### config.mk
export PLATFORM = sky130hd
export DESIGN_NAME = qddr_out_mux
export DESIGN_NICKNAME = d
export VERILOG_FILES = /design/src/rtl/qddr_pkg.sv /design/src/rtl/qddr_capture.sv /design/src/rtl/qddr_slot_sel.sv /design/src/rtl/qddr_phase_mux.sv /design/src/rtl/qddr_out_mux.sv
export SDC_FILE = /design/constraint.sdc
export NUM_CORES = 1
export LEC_CHECK = 0
export CAP_MARGIN = 10
export CORE_AREA = 2 2 70 72
export DETAILED_ROUTE_END_ITERATION = 16
export DIE_AREA = 0 0 72 74
export DONT_BUFFER_PORTS = 1
export HOLD_SLACK_MARGIN = 0.08
export PLACE_DENSITY_LB_ADDON = 0.08
export SLEW_MARGIN = 20
export SYNTH_ARGS = -nofsm -noshare
export SYNTH_HDL_FRONTEND = slang
export SYNTH_SLANG_ARGS = --single-unit
### constraint.sdc
create_clock -name clk -period 2.2 [get_ports clk]
set_clock_uncertainty 0.2 [all_clocks]
set_input_delay 0.55 -clock clk [delete_from_list [all_inputs] [get_ports clk]]
set_output_delay 0.55 -clock clk [all_outputs]
set_load 0.1 [all_outputs]
### src/rtl/qddr_pkg.sv
package qddr_pkg;
  localparam int unsigned CODE_W = 12;
  localparam int unsigned NCH    = 4;
  localparam int unsigned RNG_W  = 2;
  localparam int unsigned BUS_W  = NCH * CODE_W;

  typedef enum logic {
    MODE_SINGLE = 1'b0,
    MODE_QUAD   = 1'b1
  } mode_e;

  // Zero a code when its channel is switched off.
  function automatic logic [CODE_W-1:0] gate_code(input logic [CODE_W-1:0] code,
                                                   input logic on);
    return on ? code : '0;
  endfunction

  // Place the range tag in the low bits of a bus word, rest zero.
  function automatic logic [CODE_W-1:0] tag_word(input logic [RNG_W-1:0] tag);
    logic [CODE_W-1:0] w;
    w = '0;
    w[RNG_W-1:0] = tag;
    return w;
  endfunction
endpackage

### src/rtl/qddr_capture.sv
module qddr_capture
  import qddr_pkg::*;
#(
  parameter int unsigned W = CODE_W
) (
  input  logic         clk,
  input  logic         rst_n,
  input  logic         en,
  input  logic [W-1:0] d,
  output logic [W-1:0] q
);
  logic [W-1:0] gated;

  always_comb gated = en ? d : '0;

  always_ff @(posedge clk or negedge rst_n) begin
    if (!rst_n) q <= '0;
    else        q <= gated;
  end


  dis_slot_zero_chk: assert property (@(posedge clk) disable iff (!rst_n)
    ($past(rst_n) && !$past(en)) |-> (q == '0));


  cap_same_edge_chk: assert property (@(posedge clk) disable iff (!rst_n)
    ($past(rst_n) && $past(en)) |-> (q == $past(d)));
endmodule

### src/rtl/qddr_slot_sel.sv
module qddr_slot_sel
  import qddr_pkg::*;
#(
  parameter int unsigned W = CODE_W,
  parameter int unsigned RW = RNG_W
) (
  input  logic          clk,
  input  logic          rst_n,
  input  logic          mode_q,
  input  logic [RW-1:0] tag_q,
  input  logic [W-1:0]  c0,
  input  logic [W-1:0]  c1,
  input  logic [W-1:0]  c2,
  input  logic [W-1:0]  c3,
  output logic [W-1:0]  a_hi,
  output logic [W-1:0]  a_lo,
  output logic [W-1:0]  b_hi,
  output logic [W-1:0]  b_lo
);
  always_comb begin
    if (mode_q == MODE_QUAD) begin
      a_hi = c0;
      a_lo = c1;
      b_hi = c2;
      b_lo = c3;
    end else begin
      a_hi = c0;
      a_lo = c0;
      b_hi = tag_word(tag_q);
      b_lo = tag_word(tag_q);
    end
  end


  single_flat_chk: assert property (@(posedge clk) disable iff (!rst_n)
    (mode_q == MODE_SINGLE) |-> (a_hi == a_lo));


  tag_upper_zero_chk: assert property (@(posedge clk) disable iff (!rst_n)
    (mode_q == MODE_SINGLE) |-> ((b_hi[W-1:RW] == '0) && (b_lo == b_hi)));
endmodule

### src/rtl/qddr_phase_mux.sv
module qddr_phase_mux
  import qddr_pkg::*;
#(
  parameter int unsigned W = CODE_W
) (
  input  logic         clk,
  input  logic [W-1:0] hi,
  input  logic [W-1:0] lo,
  output logic [W-1:0] y
);
  always_comb y = clk ? hi : lo;
endmodule

### src/rtl/qddr_out_mux.sv
module qddr_out_mux
  import qddr_pkg::*;
(
  input  logic                clk,
  input  logic                rst_n,
  input  logic                quad_mode,
  input  logic [NCH-1:0]      ch_en,
  input  logic [BUS_W-1:0]    ch_data,
  input  logic [RNG_W-1:0]    rng_tag,
  output logic [CODE_W-1:0]   bus_a,
  output logic [CODE_W-1:0]   bus_b
);
  logic [CODE_W-1:0] cap [NCH];
  logic              mode_q;
  logic [RNG_W-1:0]  tag_q;
  logic [CODE_W-1:0] a_hi, a_lo, b_hi, b_lo;

  // channel i sits at ch_data[CODE_W*i +: CODE_W]
  for (genvar i = 0; i < NCH; i++) begin : g_cap
    qddr_capture #(.W(CODE_W)) u_cap (
      .clk   (clk),
      .rst_n (rst_n),
      .en    (ch_en[i]),
      .d     (ch_data[CODE_W*i +: CODE_W]),
      .q     (cap[i])
    );
  end

  // mode and tag share the data capture edge
  always_ff @(posedge clk or negedge rst_n) begin
    if (!rst_n) begin
      mode_q <= MODE_QUAD;
      tag_q  <= '0;
    end else begin
      mode_q <= quad_mode;
      tag_q  <= rng_tag;
    end
  end

  qddr_slot_sel #(.W(CODE_W), .RW(RNG_W)) u_sel (
    .clk    (clk),
    .rst_n  (rst_n),
    .mode_q (mode_q),
    .tag_q  (tag_q),
    .c0     (cap[0]),
    .c1     (cap[1]),
    .c2     (cap[2]),
    .c3     (cap[3]),
    .a_hi   (a_hi),
    .a_lo   (a_lo),
    .b_hi   (b_hi),
    .b_lo   (b_lo)
  );

  qddr_phase_mux #(.W(CODE_W)) u_mux_a (.clk(clk), .hi(a_hi), .lo(a_lo), .y(bus_a));
  qddr_phase_mux #(.W(CODE_W)) u_mux_b (.clk(clk), .hi(b_hi), .lo(b_lo), .y(bus_b));


  reset_quiet_chk: assert property (@(posedge clk)
    !rst_n |-> (a_hi == '0 && a_lo == '0 && b_lo == '0));
endmodule

=== Yosys cells after proc, flatten, opt, wreduce, memory -nomap -nowiden ===
Index checks and enable logic that the tools add are counted.

* Flip-flop bits (word level): 51
* Input port bits: 57
* Output and inout bits: 24
* Word-level logic and storage cells: 15

* Mux-type cells: 9

{| class="wikitable"
|+ Operator list
! kind !! count
|-
| $mux 12 || 9
|}

=== Depth between registers and ports, before layout ===
Gate-level depths: netlist of run 1.

* Word-level depth: 2
* Mapped depth: 3
* Depth with buffers taken out: 2

=== Modules after synthesis ===
Synthesis of run 1 repeated with hierarchy kept, for this count alone.

* Cells, all modules: 181
* Area, all modules: 2504.9 um^2

{| class="wikitable"
|+ By module, submodules not included
! module !! times used !! cells an instance !! area an instance (um^2) !! sequential area each (um^2)
|-
| qddr_capture || 4 || 25 || 396.6 || 300.3
|-
| qddr_slot_sel || 1 || 52 || 474.2 || 0.0
|-
| qddr_phase_mux || 2 || 13 || 183.9 || 0.0
|-
| qddr_out_mux || 1 || 3 || 76.3 || 76.3
|}

==> impl_metrics.csv, run 1 <==
group,metric,value,unit
sta,hold_violations,0,
setup_path,cp-start-kind,"clock port",
drt,vias,1306,
floorplan,start_util,0.4381,
yosys,syn-instance-count,145,
setup_path,max_stage_delay,0.59,ns
yosys,seq_area_frac_synth,0.6342,
finish,multi_input_area,830.8,µm²
placed_design,hpwlAfterDp,2334,µm
grt,gr-total-overflow,0,
floorplan,dieArea,5328,µm²
power,power_density,1328,nW/µm²
finish,mostFrequentLayoutCell,"dfrtp_1",
power,ir_worst_vdd,609.7,µV
floorplan,core_area,4598,µm²
finish,final_cell_mix,"50 x dfrtp_1, 49 x dlygate4sd3_1, 48 x and2_1",
finish,instances_no_fill,265,
finish,fin_util,0.6716,
sta,setup_slack,-0.8108,ns
finish,syn_to_final_growth,53.29,%
floorplan,num_io_pins,81,
setup_path,crit_top_cell,"clkbuf_16",
yosys,synth.distinct_cells,13,
min_path,hold_depth,1,
power,power.leakage,0.001425,µW
run,maxCapViolCount,0,
setup_path,cp_max_fo,4,
sta,holdWs,0.09430,ns
status,violations,"setup timing",
setup_path,end_kind,"output port",
yosys,synth_nets,202,
drt,drc,0,
finish,antenna_cells,0,
grt,grt.total_usage,0.1804,
setup_path,critical_path.cell_chain,"clkbuf_16, clkbuf_8, clkbuf_16, mux2i_1, a21oi_4",
setup_path,critPathArrivalTime,2.26,ns
sta,tightestPinTransition,0.6984,ns
drt,postRouteAntennaNets,0,
placed_design,place_inst,193,
finish,fill_cells,326,
yosys,syn_area,2014,µm²
grt,grt_pass1_wl,6637,µm
finish,nets,266,
drt,wl,4372,µm
drt,drt_iter0_drc,30,
drt,dr.pass1.iters,3,
drt,drt-wirelength-per-cell,16.50,µm
grt,grt_max_degree,52,
yosys,ys_seq_elements,51,
finish,seqCellArea,1277,µm²
placed_design,port_buffers,0,
placed_design,gp_congestion,0.6929,
grt,grt_pass1_vias,1620,
setup_path,cp_data_required_time,1.45,ns
sta,relSlewSlack,0.5334,
grt,antenna_found_initial,0,
yosys,yosysTopAreaCell,"dfrtp_1",
placed_design,place_area,2157,µm²
clock_network,cts_tree,"done",
sta,tns,-18.58,ns
clock_network,clk_pin_slew,0.08,ns
drt,vias_per_cell,4.928,
status,outcome,"finished with violations",
floorplan,fp.dieW,72,µm
setup_path,slowest_stage,"a21oi_4",
setup_path,crit_type,"clock port to output port",
floorplan,num_rows,25,
yosys,synth_warnings,0,
yosys,synth_area_per_cell,13.89,µm²
finish,final_area,3088,µm²
min_path,min_to,"g_cap[0].u_cap.q[11]",
yosys,synth_top_area_share,0.6211,
floorplan,die_y,74,µm
sta,final_max_slew_viol_count,0,
sta,rsz0062_at_grt,"true",
sta,finalSetupViolations,35,
min_path,hold_path_class,"primary input to flip-flop",
min_path,min-delay-start,"ch_data[11]",
yosys,synth_area_leaders,"dfrtp_1 62%, and2_1 15%, mux2_4 7.5%",
finish,drive_above_1_share,0.2701,
critical path, delay by kind of cell:
family | cells | cell delay, ns
buf+inv | 3 | 0.42
compound gates | 1 | 0.59
mux | 1 | 0.15
state kept, by name, summed over array words and instances (netlist names):
signal / cells
mode_q: 1
tag_q: 2
g_cap.u_cap.q: 48
metal layers:
layer / vias to the layer above / track usage / part of all wire / routed length [µm]
li1: 590 / - / - / -
met1: 633 / 0.1436 / 0.32 / 1407
met2: 66 / 0.2788 / 0.55 / 2417
met3: 17 / 0.1192 / 0.091 / 398
met4: 0 / 0.2013 / 0.034 / 148
met5: - / 0 / 0 / 0
worst max path at each step:
| stage | endpoint | slack, ns | startpoint |
|---|---|---|---|
| after floorplan | bus_b[0] | -0.50 | clk |
| after global placement | bus_a[0] | -0.46 | clk |
| after detailed placement | bus_a[0] | -0.46 | clk |
| after CTS | bus_a[5] | -0.86 | clk |
| after global routing | bus_a[5] | -0.85 | clk |
| final | bus_b[0] | -0.81 | clk |
metrics by stage:
| stage | total power (µW) | setup slack (ns) |
|---|---|---|
| after floorplan | 2542 | -0.5003 |
| after global placement | 2342 | -0.4633 |
| after detailed placement | 2346 | -0.4633 |
| after CTS | 4086 | -0.8609 |
| after global routing | 4278 | -0.8467 |
| final | 4101 | -0.8108 |
synth_stat cells (all sizes together):
cell	n
mux2i	12
clkbuf	5
dfstp	1
dfrtp	50
a21oi	2
nor2	2
buf	2
mux2	12
nor2b	11
and2	48
power breakdown:
group | internal (µW) | switching (µW) | total (µW)
Sequential | 984 | 17.1 | 1000
Clock | 1410 | 1540 | 2950
Combinational | 91.3 | 56.8 | 148
cells by family after synthesis:
logic type,after synthesis,share of synthesized area
mux,24,0.1453
buf+inv,7,0.02485
compound gates,2,0.004969
simple gates,61,0.1907
flops,51,0.6342
cell type report:
| class | instances | area share |
|---|---|---|
| Clock inverter | 1 | 0.009724 |
| Multi-Input combinational cell | 87 | 0.2690 |
| Tap cell | 54 | 0.02188 |
| Clock buffer | 19 | 0.1053 |
| Sequential cell | 51 | 0.4137 |
| Timing Repair Buffer | 53 | 0.1803 |
timing repair:
item	4_1_cts	5_1_grt
gates resized for setup	11	5
hold buffers	40	10
hold endpoints to repair	88	10
pin swaps	0	0
endpoints found under the setup margin	35	35
buffers inserted	2	1
cloned	1	0
No activity file was read; power rests on OpenSTA's default activity.
==> inputs of run 2 (changes only) <==
==> constraint.sdc (replaced) <==
create_clock -name clk -period 3.4 [get_ports clk]
set_clock_uncertainty 0.2 [all_clocks]
set_input_delay 0.85 -clock clk [delete_from_list [all_inputs] [get_ports clk]]
set_output_delay 0.85 -clock clk [all_outputs]
set_load 0.1 [all_outputs]
==> impl_metrics.csv, run 2 (same netlist as run 1, synthesis figures left out) <==
group,metric,value,unit
setup_path,crit_type,"clock port to output port",
finish,mostFrequentLayoutCell,"dfrtp_1",
finish,syn_to_final_growth,25.96,%
power,switching_share,0.4175,
grt,grt.total_usage,0.1612,
power,internal_power,1469,µW
grt,antenna_found_initial,0,
clock_network,clk_pin_slew,0.09,ns
sta,rsz0062_at_grt,"true",
status,violations,"setup timing",
finish,final_cell_mix,"50 x dfrtp_1, 48 x and2_1, 12 x mux2_4",
placed_design,place_inst,192,
setup_path,end_kind,"output port",
power,power_density,993.9,nW/µm²
drt,vias_per_cell,5.115,
drt,drc,0,
sta,final_max_slew_viol_count,0,
placed_design,port_buffers,0,
status,outcome,"finished with violations",
finish,nets,216,
finish,largest_register_ffs,48,
setup_path,cp_data_required_time,2.35,ns
min_path,hold_path_class,"primary input to asynchronous set/reset pin",
drt,wl,3862,µm
setup_path,critical_path.cell_chain,"clkbuf_16, buf_8, clkbuf_16, nor2b_4, clkbuf_16, mux2_4",
run,maxCapViolCount,0,
floorplan,dieArea,5328,µm²
setup_path,max_stage_delay,0.44,ns
floorplan,core_area,4598,µm²
sta,tightestPinTransition,0.6998,ns
finish,instances_no_fill,217,
drt,drt_iter0_drc,67,
finish,antenna_cells,0,
setup_path,crit_top_cell,"clkbuf_16",
grt,gr-total-overflow,0,
floorplan,num_io_pins,81,
power,total_power,2522,µW
setup_path,critPathArrivalTime,2.89,ns
floorplan,start_util,0.4381,
finish,drive_above_1_share,0.3252,
finish,fill_cells,385,
floorplan,fp.dieW,72,µm
floorplan,die_y,74,µm
drt,drt-wirelength-per-cell,17.80,µm
drt,postRouteAntennaNets,0,
drt,dr.pass1.iters,4,
setup_path,cp-start-kind,"clock port",
grt,grt_max_degree,51,
power,clock_power_share,0.727,
grt,grt_pass1_vias,1422,
sta,finalSetupViolations,24,
sta,relSlewSlack,0.5325,
sta,setup_slack,-0.5415,ns
clock_network,cts_tree,"done",
setup_path,slowest_stage,"mux2_4",
finish,final_area,2537,µm²
sta,holdWs,0.07263,ns
power,p_comb_frac,0.015,
power,power_frac_seq,0.258,
power,switching_power,1053,µW
power,ir_worst_vdd,433.9,µV
drt,vias,1110,
floorplan,num_rows,25,
finish,regMostFlops,"g_cap.u_cap.q",
power,power.leakage,0.001190,µW
placed_design,place_area,2137,µm²
grt,grt_pass1_wl,5920,µm
placed_design,hpwlAfterDp,2431,µm
finish,reg_top3,"g_cap.u_cap.q: 48 flops, tag_q: 2 flops, mode_q: 1 flops",
setup_path,cp_max_fo,7,
placed_design,gp_congestion,0.6843,
sta,hold_violations,0,
run 2: cell count changes in the layout (fill, tap and decap cells not counted), sizes merged:
cell	before	now
clkinvlp	0	1
clkbuf	17	18
buf	6	4
dlygate4sd3	49	1
bufinv	1	0
clkinv	0	1
run 2: power groups by stage:
stage / Clock, µW / Combinational (µW) / Sequential [µW]
finish: 1830 / 37.8 / 650
global route: 1920 / 43.8 / 653
CTS: 1850 / 39.5 / 650
detailed placement: 821 / 23.4 / 661
global placement: 821 / 21.8 / 659
floorplan: 921 / 25.7 / 655
run 2: stage by stage:
stage	worst slack, ns	TNS, ns	util
finish	-0.5415	-11.85	0.5518
CTS	-0.5944	-12.87	0.5491
global route	-0.5759	-12.67	0.5518
detailed placement	-0.1633	-2.090	0.4648
floorplan	-0.2182	-2.478	-
global placement	-0.1633	-2.090	0.4648
run 2: area by class of cell:
type | count | area [µm²] | area share
sequential | 51 | 1277 | 0.5035
multi-input combinational | 87 | 814.5 | 0.3210
clock buffer | 21 | 326.6 | 0.1287
tap | 54 | 67.56 | 0.02663
timing repair buffer | 2 | 37.54 | 0.01479
clock inverter | 2 | 13.76 | 0.005424
run 2: timing repair:
item / in CTS / in global routing
endpoints found under the hold margin: 50 / 0
resized for setup: 8 / 2
hold buffers: 2 / 0
pin swaps: 1 / 0
buffers inserted: 1 / 1
endpoints found under the setup margin: 24 / 24
run 2: critical path: cells and delay by family:
family,cells,cell delay [ns]
buffers and inverters,4,0.59
multiplexers,1,0.44
AND/OR/NAND/NOR,1,0.17
run 2: metal layers:
| metal | vias up | global-route usage | part of all wire |
|---|---|---|---|
| met1 | 530 | 0.1307 | 0.34 |
| met3 | 17 | 0.1585 | 0.13 |
| met5 | - | 0 | 0 |
| li1 | 491 | - | - |
| met4 | 0 | 0.1971 | 0.034 |
| met2 | 72 | 0.1986 | 0.49 |
run 2: worst paths after layout:
| path | start | to | cells past startpoint |
|---|---|---|---|
| worst max-delay path | clk | bus_a[4] | 6 |
| worst min-delay path | rst_n | g_cap[3].u_cap.q[11] | 1 |
| max in group asynchronous | rst_n | mode_q | 1 |
| min in group clk | quad_mode | mode_q | 0 |
